**config.mk**
```make
export PLATFORM = sky130hd
export DESIGN_NAME = swallow_divider
export DESIGN_NICKNAME = d
export VERILOG_FILES = /design/src/rtl/swallow_div_pkg.sv /design/src/rtl/swallow_div_cfg.sv /design/src/rtl/swallow_div_psc.sv /design/src/rtl/swallow_div_cnt.sv /design/src/rtl/swallow_divider.sv
export SDC_FILE = /design/constraint.sdc
export NUM_CORES = 1
export LEC_CHECK = 0
export ABC_CLOCK_PERIOD_IN_PS = 2800
export CORE_MARGIN = 1
export CORE_UTILIZATION = 56
export DETAILED_ROUTE_END_ITERATION = 8
export MAX_ROUTING_LAYER = met4
export PLACE_DENSITY = 0.79
export SETUP_SLACK_MARGIN = 0.05
export SLEW_MARGIN = 25
export SYNTH_ARGS = -nofsm -noshare
export SYNTH_HDL_FRONTEND = slang
export SYNTH_SLANG_ARGS = --single-unit
export TNS_END_PERCENT = 10
```
**constraint.sdc**
```tcl
create_clock -name clk -period 2.8 [get_ports clk]
set_input_delay 0.56 -clock clk [delete_from_list [all_inputs] [get_ports clk]]
set_output_delay 0.56 -clock clk [all_outputs]
set_load 0.02 [all_outputs]
```
**src/rtl/swallow_div_pkg.sv**
```systemverilog
package swallow_div_pkg;

  typedef enum logic {
    PSC_INTERNAL = 1'b0,
    PSC_EXTERNAL = 1'b1
  } psc_mode_e;

  localparam int unsigned PSC_LOG2_DFLT = 6;
  localparam int unsigned MAIN_RST_VAL  = 5;
  localparam int unsigned SWAL_RST_VAL  = 0;

endpackage

```
**src/rtl/swallow_div_cfg.sv**
```systemverilog
module swallow_div_cfg #(
  parameter int unsigned MW    = 11,
  parameter int unsigned SW    = 6,
  parameter int unsigned M_RST = 5,
  parameter int unsigned S_RST = 0
) (
  input  logic          clk,
  input  logic          rst_n,
  input  logic          cfg_load,
  input  logic [MW-1:0] main_val,
  input  logic [SW-1:0] swallow_val,
  output logic [MW-1:0] nxt_main,
  output logic [SW-1:0] nxt_swal
);

  logic [MW-1:0] shd_main;
  logic [SW-1:0] shd_swal;

  // the shadow stays writable in every run state
  always_ff @(posedge clk or negedge rst_n) begin
    if (!rst_n) begin
      shd_main <= MW'(M_RST);
      shd_swal <= SW'(S_RST);
    end else if (cfg_load) begin
      shd_main <= main_val;
      shd_swal <= swallow_val;
    end
  end

  // a load that lands on a boundary clock is taken directly
  assign nxt_main = cfg_load ? main_val    : shd_main;
  assign nxt_swal = cfg_load ? swallow_val : shd_swal;

endmodule

```
**src/rtl/swallow_div_psc.sv**
```systemverilog
module swallow_div_psc
  import swallow_div_pkg::*;
#(
  parameter psc_mode_e   PSC_MODE = PSC_INTERNAL,
  parameter int unsigned PW       = 6
) (
  input  logic clk,
  input  logic rst_n,
  input  logic run,
  input  logic restart,
  input  logic modsel,
  output logic tick
);

  if (PSC_MODE == PSC_EXTERNAL) begin : g_ext
    // every input clock is already one prescaler output period
    assign tick = run;
  end else begin : g_int
    localparam int unsigned PCW = PW + 1;
    localparam logic [PCW-1:0] LIM_LO = PCW'((1 << PW) - 1);
    localparam logic [PCW-1:0] LIM_HI = PCW'(1 << PW);

    logic [PCW-1:0] pc;
    logic [PCW-1:0] lim;

    assign lim  = modsel ? LIM_HI : LIM_LO;
    assign tick = run && (pc == lim);

    always_ff @(posedge clk or negedge rst_n) begin
      if (!rst_n)
        pc <= '0;
      else if (!run || restart || tick)
        pc <= '0;
      else
        pc <= pc + 1'b1;
    end
  end

endmodule

```
**src/rtl/swallow_div_cnt.sv**
```systemverilog
module swallow_div_cnt #(
  parameter int unsigned MW = 11,
  parameter int unsigned SW = 6
) (
  input  logic          clk,
  input  logic          rst_n,
  input  logic          en,
  input  logic          reload,
  input  logic          tick,
  input  logic [MW-1:0] nxt_main,
  input  logic [SW-1:0] nxt_swal,
  output logic          running,
  output logic          cyc_end,
  output logic          swallowing
);

  logic [MW-1:0] mrem;
  logic [SW-1:0] srem;

  assign cyc_end    = running && tick && (mrem == MW'(1));
  assign swallowing = running && (srem != '0);

  always_ff @(posedge clk or negedge rst_n) begin
    if (!rst_n) begin
      running <= 1'b0;
      mrem    <= '0;
      srem    <= '0;
    end else if (!en) begin
      running <= 1'b0;
      mrem    <= '0;
      srem    <= '0;
    end else if (reload) begin
      running <= 1'b1;
      mrem    <= nxt_main;
      srem    <= nxt_swal;
    end else if (tick) begin
      mrem <= mrem - 1'b1;
      if (srem != '0)
        srem <= srem - 1'b1;
    end
  end

endmodule

```
**src/rtl/swallow_divider.sv**
```systemverilog
module swallow_divider
  import swallow_div_pkg::*;
#(
  parameter int unsigned MW       = 11,
  parameter int unsigned SW       = 6,
  parameter int unsigned PW       = PSC_LOG2_DFLT,
  parameter psc_mode_e   PSC_MODE = PSC_INTERNAL
) (
  input  logic          clk,
  input  logic          rst_n,
  input  logic          run_en,
  input  logic          cfg_load,
  input  logic [MW-1:0] main_val,
  input  logic [SW-1:0] swallow_val,
  output logic          div_pulse,
  output logic          mod_sel
);

  logic [MW-1:0] nxt_main;
  logic [SW-1:0] nxt_swal;
  logic          running;
  logic          cyc_end;
  logic          tick;
  logic          start;
  logic          bnd;

  assign start = run_en && !running;
  assign bnd   = start || cyc_end;

  swallow_div_cfg #(
    .MW(MW), .SW(SW), .M_RST(MAIN_RST_VAL), .S_RST(SWAL_RST_VAL)
  ) u_cfg (
    .clk        (clk),
    .rst_n      (rst_n),
    .cfg_load   (cfg_load),
    .main_val   (main_val),
    .swallow_val(swallow_val),
    .nxt_main   (nxt_main),
    .nxt_swal   (nxt_swal)
  );

  swallow_div_psc #(
    .PSC_MODE(PSC_MODE), .PW(PW)
  ) u_psc (
    .clk    (clk),
    .rst_n  (rst_n),
    .run    (running),
    .restart(cyc_end),
    .modsel (mod_sel),
    .tick   (tick)
  );

  swallow_div_cnt #(
    .MW(MW), .SW(SW)
  ) u_cnt (
    .clk       (clk),
    .rst_n     (rst_n),
    .en        (run_en),
    .reload    (bnd),
    .tick      (tick),
    .nxt_main  (nxt_main),
    .nxt_swal  (nxt_swal),
    .running   (running),
    .cyc_end   (cyc_end),
    .swallowing(mod_sel)
  );

  always_ff @(posedge clk or negedge rst_n) begin
    if (!rst_n)
      div_pulse <= 1'b0;
    else
      div_pulse <= run_en && cyc_end;
  end

endmodule

```
==> flow_metrics.tcl, run 1 <==
set metrics [dict create \
    diodes 0 \
    track_usage_pct 25.29 \
    synth.most_common_cell "dfrtp_1" \
    crit_start "u_cnt.srem[0]" \
    place_area_mm2 0.002572 \
    cp.required_ns 2.24 \
    yosys-top-cells-area "dfrtp_1 44%, mux2_2 7.8%, o21ai_0 4.3%, nand2b_1 3.2%, nand3_1 2.8%" \
    synth.largest_area_cell "dfrtp_1" \
    cts_hold_buf 0 \
    cts_tree "done" \
    drt_iter0_markers 109 \
    cp_slowest_cell "clkdlybuf4s50_1" \
    overflow 0 \
    fp.dieW_um 66.35 \
    insertion_delay_ns 0.29 \
    num_vias 1768 \
    fin_hold_ws_ns 0.1352 \
    fin_setup_tns_ns 0 \
    max_freq_mhz 381.5 \
    final_area_mm2 0.002676 \
    vdd_drop_max_v 0.0002146 \
    seq_power_share_pct 53.6 \
    rsz0062_at_grt "false" \
    coreArea_mm2 0.004000 \
    cts.clk_slew.worst_paths_ns 0.08 \
    setup_viol 0 \
    regToRegSetupSlack_ns 0.47 \
    crit_buf_inv 2 \
    start_util_pct 57.96 \
    synth_nets 247 \
    yosys-top-cells-count "41 x dfrtp_1, 20 x o21ai_0, 16 x mux2_2" \
    worstRegToRegCells 6 \
    status "finished, final reports clean" \
    cts_buffer_depth 2 \
    max_slew_margin_pct 49.26 \
    dieArea_mm2 0.004402 \
    cp_max_fo 5 \
    synth_warnings 0 \
    syn_area_mm2 0.002318 \
    layout-drive-gt1-share_pct 18.62 \
    crit_path_start_kind "flip-flop" \
    power.leakage_uw 0.001107 \
    seq_area_frac_synth_pct 46.52 \
    syn_to_final_growth_pct 15.43 \
    hold_violations 0 \
    cp_slowest_stage_delay_ns 0.65 \
    grt_pass1_wl_um 7976 \
    reg2reg_from "u_cnt.mrem[6]" \
    die_h_um 66.35 \
    max_cap_viol_count 0 \
    dr.pass1.iters 4 \
    pin_count 23 \
    p_sw_share_pct 26.97 \
    htreeDepth 2 \
    maxSlewViolCount 0 \
    comb_power_share_pct 18.3 \
    grt_max_degree 44 \
    core.rowCount 23 \
    grt_pass1_vias 1700 \
    netlist.area_leader.share_pct 44.25 \
    antenna_found_initial 0 \
    async_flop_share_pct 100.0 \
    worstReg2RegEnd "u_cnt.mrem[4]" \
    path_class "reg -> out" \
    cp.arrival_ns 2.06 \
    p_sw_uw 356.7 \
    dp_hpwl_um 3268 \
    worstHoldPathType "in -> async" \
    ys_ff_latch 43 \
    ys.flop_type "dfrtp_1" \
    utilization_pct 66.91 \
    crit_path_cell_trace "inv_1 -> ha_1 -> nor3b_2 -> a21boi_2 -> clkdlybuf4s50_1" \
    clock_sinks 43 \
    fin_crit_sh_pct 93.63 \
    cp-end-kind "output port" \
    numCtsBuffers 5 \
    worst_pin_slew_ns 0.7541 \
    vias_per_cell 5.953 \
    wire_per_inst_um 15.78 \
    port_buffers 22 \
    synth.distinct_cells 51 \
    drc 0 \
    synth-edff-count 0 \
    syn_area_per_cell_um2 10.44 \
    cpLargestDelayFamily "buffers and inverters" \
    cts_root_buffer "clkbuf_8" \
    routed_wl_um 4687 \
    p_int_uw 965.9 \
    p_per_area_mw_per_mm2 494.2 \
    gp_congestion 0.8727 \
    post-route-min-period_ns 2.622 \
    syn_inst 222 \
    ant_nets 0 \
    fin_nets 271 \
    power.share.clock_pct 28.1 \
    finClkSkew_ns 0.005103 \
]
what timing repair did:
item,in CTS,in global routing
setup endpoints to repair,1,0
setup buffers,0,0
gates resized for setup,1,0
final cells by class:
class / count / area (µm²)
inverters: 7 / 26.28
well taps: 50 / 62.56
clock buffers: 8 / 80.08
fillers: 343 / 1324
multi-input cells: 160 / 1149
repair buffers: 29 / 280.3
flip-flops and latches: 43 / 1079
kinds of logic (layout without fill, tap and decap cells):
kind of cell | after synthesis | in the layout | share of synthesized area, %
buffers and inverters | 19 | 44 | 4.101
XOR/XNOR | 5 | 5 | 1.889
flip-flops | 43 | 43 | 46.52
multiplexers | 22 | 22 | 10.74
AND/OR/NAND/NOR | 80 | 80 | 21.64
AO/OA/AOI/OAI | 49 | 49 | 12.95
adder cells (fa/ha/maj) | 4 | 4 | 2.159
through the flow:
stage                     worst slack (ns)  std cells  power [µW]
after floorplan                     0.4433        222       868.3
after global placement              0.4051        288       944.0
after detailed placement            0.3757        288       955.4
after CTS                           0.1676        296        1329
after global routing               0.09988        297        1392
final                               0.1785        297        1323
placed cells by master (no fill, tap or decap), drive strengths merged, types with 4 or more instances in the layout:
| cell | n |
|---|---|
| ha | 4 |
| mux2i | 5 |
| nor2 | 14 |
| and3 | 6 |
| buf | 8 |
| nand3 | 13 |
| mux2 | 17 |
| nor3 | 8 |
| nand2 | 7 |
| o211ai | 4 |
| clkbuf | 8 |
| clkdlybuf4s50 | 21 |
| nor4 | 7 |
| dfrtp | 41 |
| nand2b | 12 |
| a21oi | 10 |
| o21ai | 23 |
| inv | 7 |
flip-flops by register name (all words and copies together), names as in the netlist:
register        cells
u_cnt.srem          6
u_psc.g_int.pc      7
u_cnt.running       1
u_cfg.shd_swal      6
div_pulse           1
u_cnt.mrem         11
u_cfg.shd_main     11
power groups by stage:
stage,Clock [µW],Sequential (µW),Combinational [µW]
after CTS,382,709,238
after global placement,0,717,227
after detailed placement,0,720,235
after global routing,408,716,269
after floorplan,0,709,159
final,372,709,242
layer usage:
| layer | vias to the layer above | global-route usage (%) | share of wire, % | wire length [µm] |
|---|---|---|---|---|
| met2 | 46 | 38.78 | 48 | 2239 |
| met5 | - | - | 0 | 0 |
| met3 | 10 | 6.034 | 4.3 | 201 |
| li1 | 850 | - | - | - |
| met4 | 0 | 9.309 | 1.6 | 76 |
| met1 | 862 | 32.56 | 46 | 2169 |
how the worst max path moves through the flow:
stage | slack [ns] | cells after the start | to
finish | 0.18 | 5 | mod_sel
global placement | 0.41 | 5 | mod_sel
CTS | 0.17 | 5 | mod_sel
detailed placement | 0.38 | 5 | mod_sel
global route | 0.1 | 5 | mod_sel
floorplan | 0.44 | 9 | u_cnt.mrem[9]
Power figures use the tool's default switching activity.
==> run 2: changes to the inputs <==
CORE_ASPECT_RATIO = 1.2   (was unset)
==> flow_metrics.tcl, run 2 (same netlist as run 1, synthesis figures left out) <==
set metrics [dict create \
    p_sw_share_pct 25.86 \
    wire_per_inst_um 15.58 \
    pin_count 23 \
    port_buffers 22 \
    syn_to_final_growth_pct 17.16 \
    cts_root_buffer "clkbuf_8" \
    crit_path_start_kind "flip-flop" \
    drc 0 \
    power.share.clock_pct 34.6 \
    routed_wl_um 4706 \
    fin_cells 302 \
    diodes 0 \
    final_area_mm2 0.002716 \
    cts_tree "done" \
    gp_congestion 0.8616 \
    insertion_delay_ns 0.30 \
    cts_buffer_depth 2 \
    post-route-min-period_ns 2.651 \
    cp_max_fo 5 \
    fp.dieW_um 60.74 \
    worstHoldPathType "in -> async" \
    power.leakage_uw 0.001129 \
    track_usage_pct 25.09 \
    overflow 0 \
    comb_power_share_pct 16.6 \
    setup_viol 0 \
    cp.required_ns 2.24 \
    core.rowCount 25 \
    dieArea_mm2 0.004402 \
    p_int_uw 1078 \
    cts.clk_slew.worst_paths_ns 0.08 \
    status "finished, final reports clean" \
    antenna_found_initial 0 \
    layout_common_cells "41 x dfrtp_1, 21 x clkdlybuf4s50_1, 20 x o21ai_0" \
    dr.pass1.iters 4 \
    finClkSkew_ns 0.006940 \
    final_common_cell "dfrtp_1" \
    max_freq_mhz 377.2 \
    cts_hold_buf 0 \
    rsz0062_at_grt "false" \
    seq_power_share_pct 48.8 \
    num_vias 1763 \
    max_slew_margin_pct 64.21 \
    grt_pass1_wl_um 7935 \
    max_cap_viol_count 0 \
    cp-end-kind "output port" \
    numCtsBuffers 5 \
    nFillCells 322 \
    placed_cells 294 \
    fin_crit_sh_pct 94.69 \
    fin_setup_tns_ns 0 \
    vdd_drop_max_v 0.0003506 \
    layout-drive-gt1-share_pct 20.16 \
    fin_nets 272 \
    top_regs "u_cfg.shd_main: 11 flops, u_cnt.mrem: 11 flops, u_psc.g_int.pc: 7 flops" \
    grt_max_degree 44 \
    dp_hpwl_um 3277 \
    worst_pin_slew_ns 0.5368 \
    coreArea_mm2 0.003941 \
    grt_pass1_vias 1739 \
    ant_nets 0 \
    place_area_mm2 0.002592 \
    cp.arrival_ns 2.09 \
    path_class "reg -> out" \
    vias_per_cell 5.838 \
    p_per_area_mw_per_mm2 535.1 \
    drt_iter0_markers 135 \
    die_h_um 72.49 \
    p_sw_uw 375.9 \
    clock_sinks 43 \
    maxSlewViolCount 0 \
    hold_violations 0 \
    htreeDepth 2 \
    start_util_pct 58.83 \
]
## run 2: cell types whose count changed in the layout (fill, tap and decap cells not counted), sizes merged
cell | before | now
clkbuf | 8 | 6
buf | 8 | 9
bufinv | 0 | 1
clkinv | 0 | 1
## run 2: per-stage QoR
step                hold WS [ns]  setup slack, ns  utilization, %  total power [µW]
global route              0.2763          0.05650           68.92              1519
CTS                       0.4357           0.1633           68.86              1462
finish                    0.2339           0.1486           68.92              1454
global placement          0.4831           0.4031           65.78             948.6
detailed placement        0.4863           0.3579           65.78             957.9
floorplan                 0.2644           0.4433               -             868.3
## run 2: worst max-delay path, stage by stage, from the launching register on
cell             delay, ns
dfrtp_1               0.42
inv_1                 0.06
ha_1                  0.21
nor3b_2               0.20
a21boi_2              0.25
clkdlybuf4s50_1       0.65
## run 2: power groups by stage
stage                     logic [µW]  clock network (µW)  registers, µW
after detailed placement         237                   0            721
after floorplan                  159                   0            709
after global routing             265                 538            716
after CTS                        241                 513            709
after global placement           231                   0            718
final                            241                 503            709
## run 2: routing by layer
layer | vias up | global-route usage, % | routed length, µm
li1 | 856 | - | -
met1 | 863 | 29.01 | 2015
met2 | 37 | 43.10 | 2491
met3 | 7 | 4.278 | 124
met4 | 0 | 8.838 | 76
met5 | - | - | 0
## run 2: repair_timing
item / in CTS / in global routing
setup endpoints to repair: 1 / 0
setup buffers: 0 / 0
gates resized for setup: 1 / 0
## run 2: worst paths after layout
kind / cells past startpoint / end / startpoint / slack (ns)
setup / recovery: 5 / mod_sel / u_cnt.srem[0] / 0.15
hold / removal: 1 / u_psc.g_int.pc[5] / rst_n / 0.23
setup reg to reg: 9 / u_cnt.mrem[7] / u_cnt.srem[0] / 0.50
hold reg to reg: 1 / u_cfg.shd_main[10] / u_cfg.shd_main[10] / 0.50
max in group asynchronous: 1 / u_cfg.shd_main[2] / rst_n / 2.18
min in group clk: 1 / u_cfg.shd_main[10] / u_cfg.shd_main[10] / 0.50
## run 2: layout make-up
type / instances / area, µm² / share of cell area [%]
clock inverter: 2 / 35.03 / 1.290
multi-input combinational: 160 / 1149 / 42.28
timing repair buffer: 30 / 277.8 / 10.23
inverter: 7 / 26.28 / 0.9673
clock buffer: 6 / 82.58 / 3.040
sequential: 43 / 1079 / 39.70
tap: 54 / 67.56 / 2.487
==> run 3: changes to the inputs <==
CORE_UTILIZATION = 40   (was 56)
PLACE_DENSITY = unset   (was 0.79)
==> flow_metrics.tcl, run 3 (same netlist as run 1, synthesis figures left out) <==
set metrics [dict create \
    status "finished, final reports clean" \
    crit_buf_inv 2 \
    insertion_delay_ns 0.29 \
    max_slew_margin_pct 52.11 \
    syn_to_final_growth_pct 17.05 \
    overflow 0 \
    power.leakage_uw 0.001119 \
    gp_congestion 0.7817 \
    routed_wl_um 4598 \
    top_regs "u_cfg.shd_main: 11 flops, u_cnt.mrem: 11 flops, u_psc.g_int.pc: 7 flops" \
    setup_viol 0 \
    fp.dieW_um 71.50 \
    dr.pass1.iters 4 \
    cts_buffer_depth 2 \
    antenna_found_initial 0 \
    max_cap_viol_count 0 \
    place_area_mm2 0.002605 \
    path_class "reg -> out" \
    die_h_um 85.40 \
    pre_cts_ws_ns 0.3516 \
    grt_pass1_vias 1698 \
    diodes 0 \
    core.rowCount 30 \
    layout-drive-gt1-share_pct 19.43 \
    cts_hold_buf 0 \
    fin_setup_tns_ns 0 \
    final_area_mm2 0.002714 \
    rsz0062_at_grt "false" \
    post-route-min-period_ns 2.634 \
    cpLargestDelayFamily "buffers and inverters" \
    fin_cells 311 \
    cts_root_buffer "clkbuf_8" \
    worstReg2RegEnd "u_cnt.mrem[7]" \
    worst_pin_slew_ns 0.7118 \
    final_common_cell "dfrtp_1" \
    power.total_uw 1404 \
    crit_start "u_cnt.srem[0]" \
    worstRegToRegCells 9 \
    numCtsBuffers 5 \
    cts.clk_slew.worst_paths_ns 0.08 \
    worstHoldPathType "in -> async" \
    track_usage_pct 17.08 \
    ant_nets 0 \
    post_cts_resized 1 \
    maxSlewViolCount 0 \
    fin_nets 272 \
    num_vias 1703 \
    placed_cells 304 \
    vias_per_cell 5.476 \
    port_buffers 22 \
    fin_crit_sh_pct 94.07 \
    cts_tree "done" \
    p_per_area_mw_per_mm2 517.3 \
    cp_slowest_stage_delay_ns 0.65 \
    crit_path_start_kind "flip-flop" \
    dp_hpwl_um 3280 \
    drc 0 \
    post_cts_buffers 0 \
    clock_sinks 43 \
    fin_ws_ns 0.1659 \
    cp_slowest_cell "clkdlybuf4s50_1" \
    vdd_drop_max_v 0.0002423 \
    pin_count 23 \
    dieArea_mm2 0.006106 \
    grt_max_degree 44 \
    grt_pass1_wl_um 7886 \
    wire_per_inst_um 14.78 \
    cp.required_ns 2.24 \
    cp.arrival_ns 2.07 \
    finClkSkew_ns 0.009444 \
    cp-end-kind "output port" \
    nFillCells 548 \
    drt_iter0_markers 76 \
    cp_max_fo 5 \
    start_util_pct 41.18 \
    coreArea_mm2 0.005630 \
    max_freq_mhz 379.6 \
    hold_violations 0 \
    htreeDepth 2 \
    regToRegSetupSlack_ns 0.51 \
    layout_common_cells "41 x dfrtp_1, 21 x clkdlybuf4s50_1, 20 x o21ai_0" \
    reg2reg_from "u_cnt.srem[0]" \
    crit_path_cell_trace "inv_1 -> ha_1 -> nor3b_2 -> a21boi_2 -> clkdlybuf4s50_1" \
]
-- run 3: cell count changes in the layout (fill, tap and decap cells not counted), sizes merged --
cell    previous run  this run
clkinv             1         0
-- run 3: power by group --
group          total, µW  internal (µW)  switching (µW)
clock network        462            261             200
logic                235            117             118
registers            707            670            37.7
-- run 3: per-layer routing --
layer	routed length, µm	vias to the layer above	track usage, %
met1	2129	821	21.16
met4	70	0	6.595
met2	2259	27	27.79
met5	0	-	-
met3	138	6	2.969
li1	-	849	-
-- run 3: how the worst max path moves through the flow --
stage	end	slack, ns	cells past startpoint
2_1_floorplan	u_cnt.mrem[9]	0.44	9
3_3_place_gp	mod_sel	0.39	5
3_5_place_dp	mod_sel	0.35	5
4_1_cts	mod_sel	0.15	5
5_1_grt	mod_sel	0.09	5
6_report	mod_sel	0.17	5
-- run 3: layout make-up --
class,instances,area [µm²],share of cell area (%)
Clock buffer,6,72.57,2.674
Clock inverter,1,30.03,1.107
Inverter,7,26.28,0.9682
Multi-Input combinational cell,160,1149,42.32
Sequential cell,43,1079,39.74
Tap cell,64,80.08,2.951
Timing Repair Buffer,30,277.8,10.24
-- run 3: per-stage QoR --
stage / hold WS, ns / util [%]
2_1_floorplan: 0.2644 / -
5_1_grt: 0.2839 / 48.20
3_5_place_dp: 0.4872 / 46.27
4_1_cts: 0.4434 / 48.16
3_3_place_gp: 0.4835 / 46.27
6_report: 0.2437 / 48.20
-- run 3: worst reg2reg max path, delay by kind of cell (launching register included) --
| kind | cells | cell delay, ns |
|---|---|---|
| AO/OA/AOI/OAI | 3 | 0.45 |
| flip-flops | 1 | 0.42 |
| buffers and inverters | 2 | 0.27 |
| multiplexers | 1 | 0.40 |
| AND/OR/NAND/NOR | 2 | 0.46 |
| adder cells (fa/ha/maj) | 1 | 0.17 |
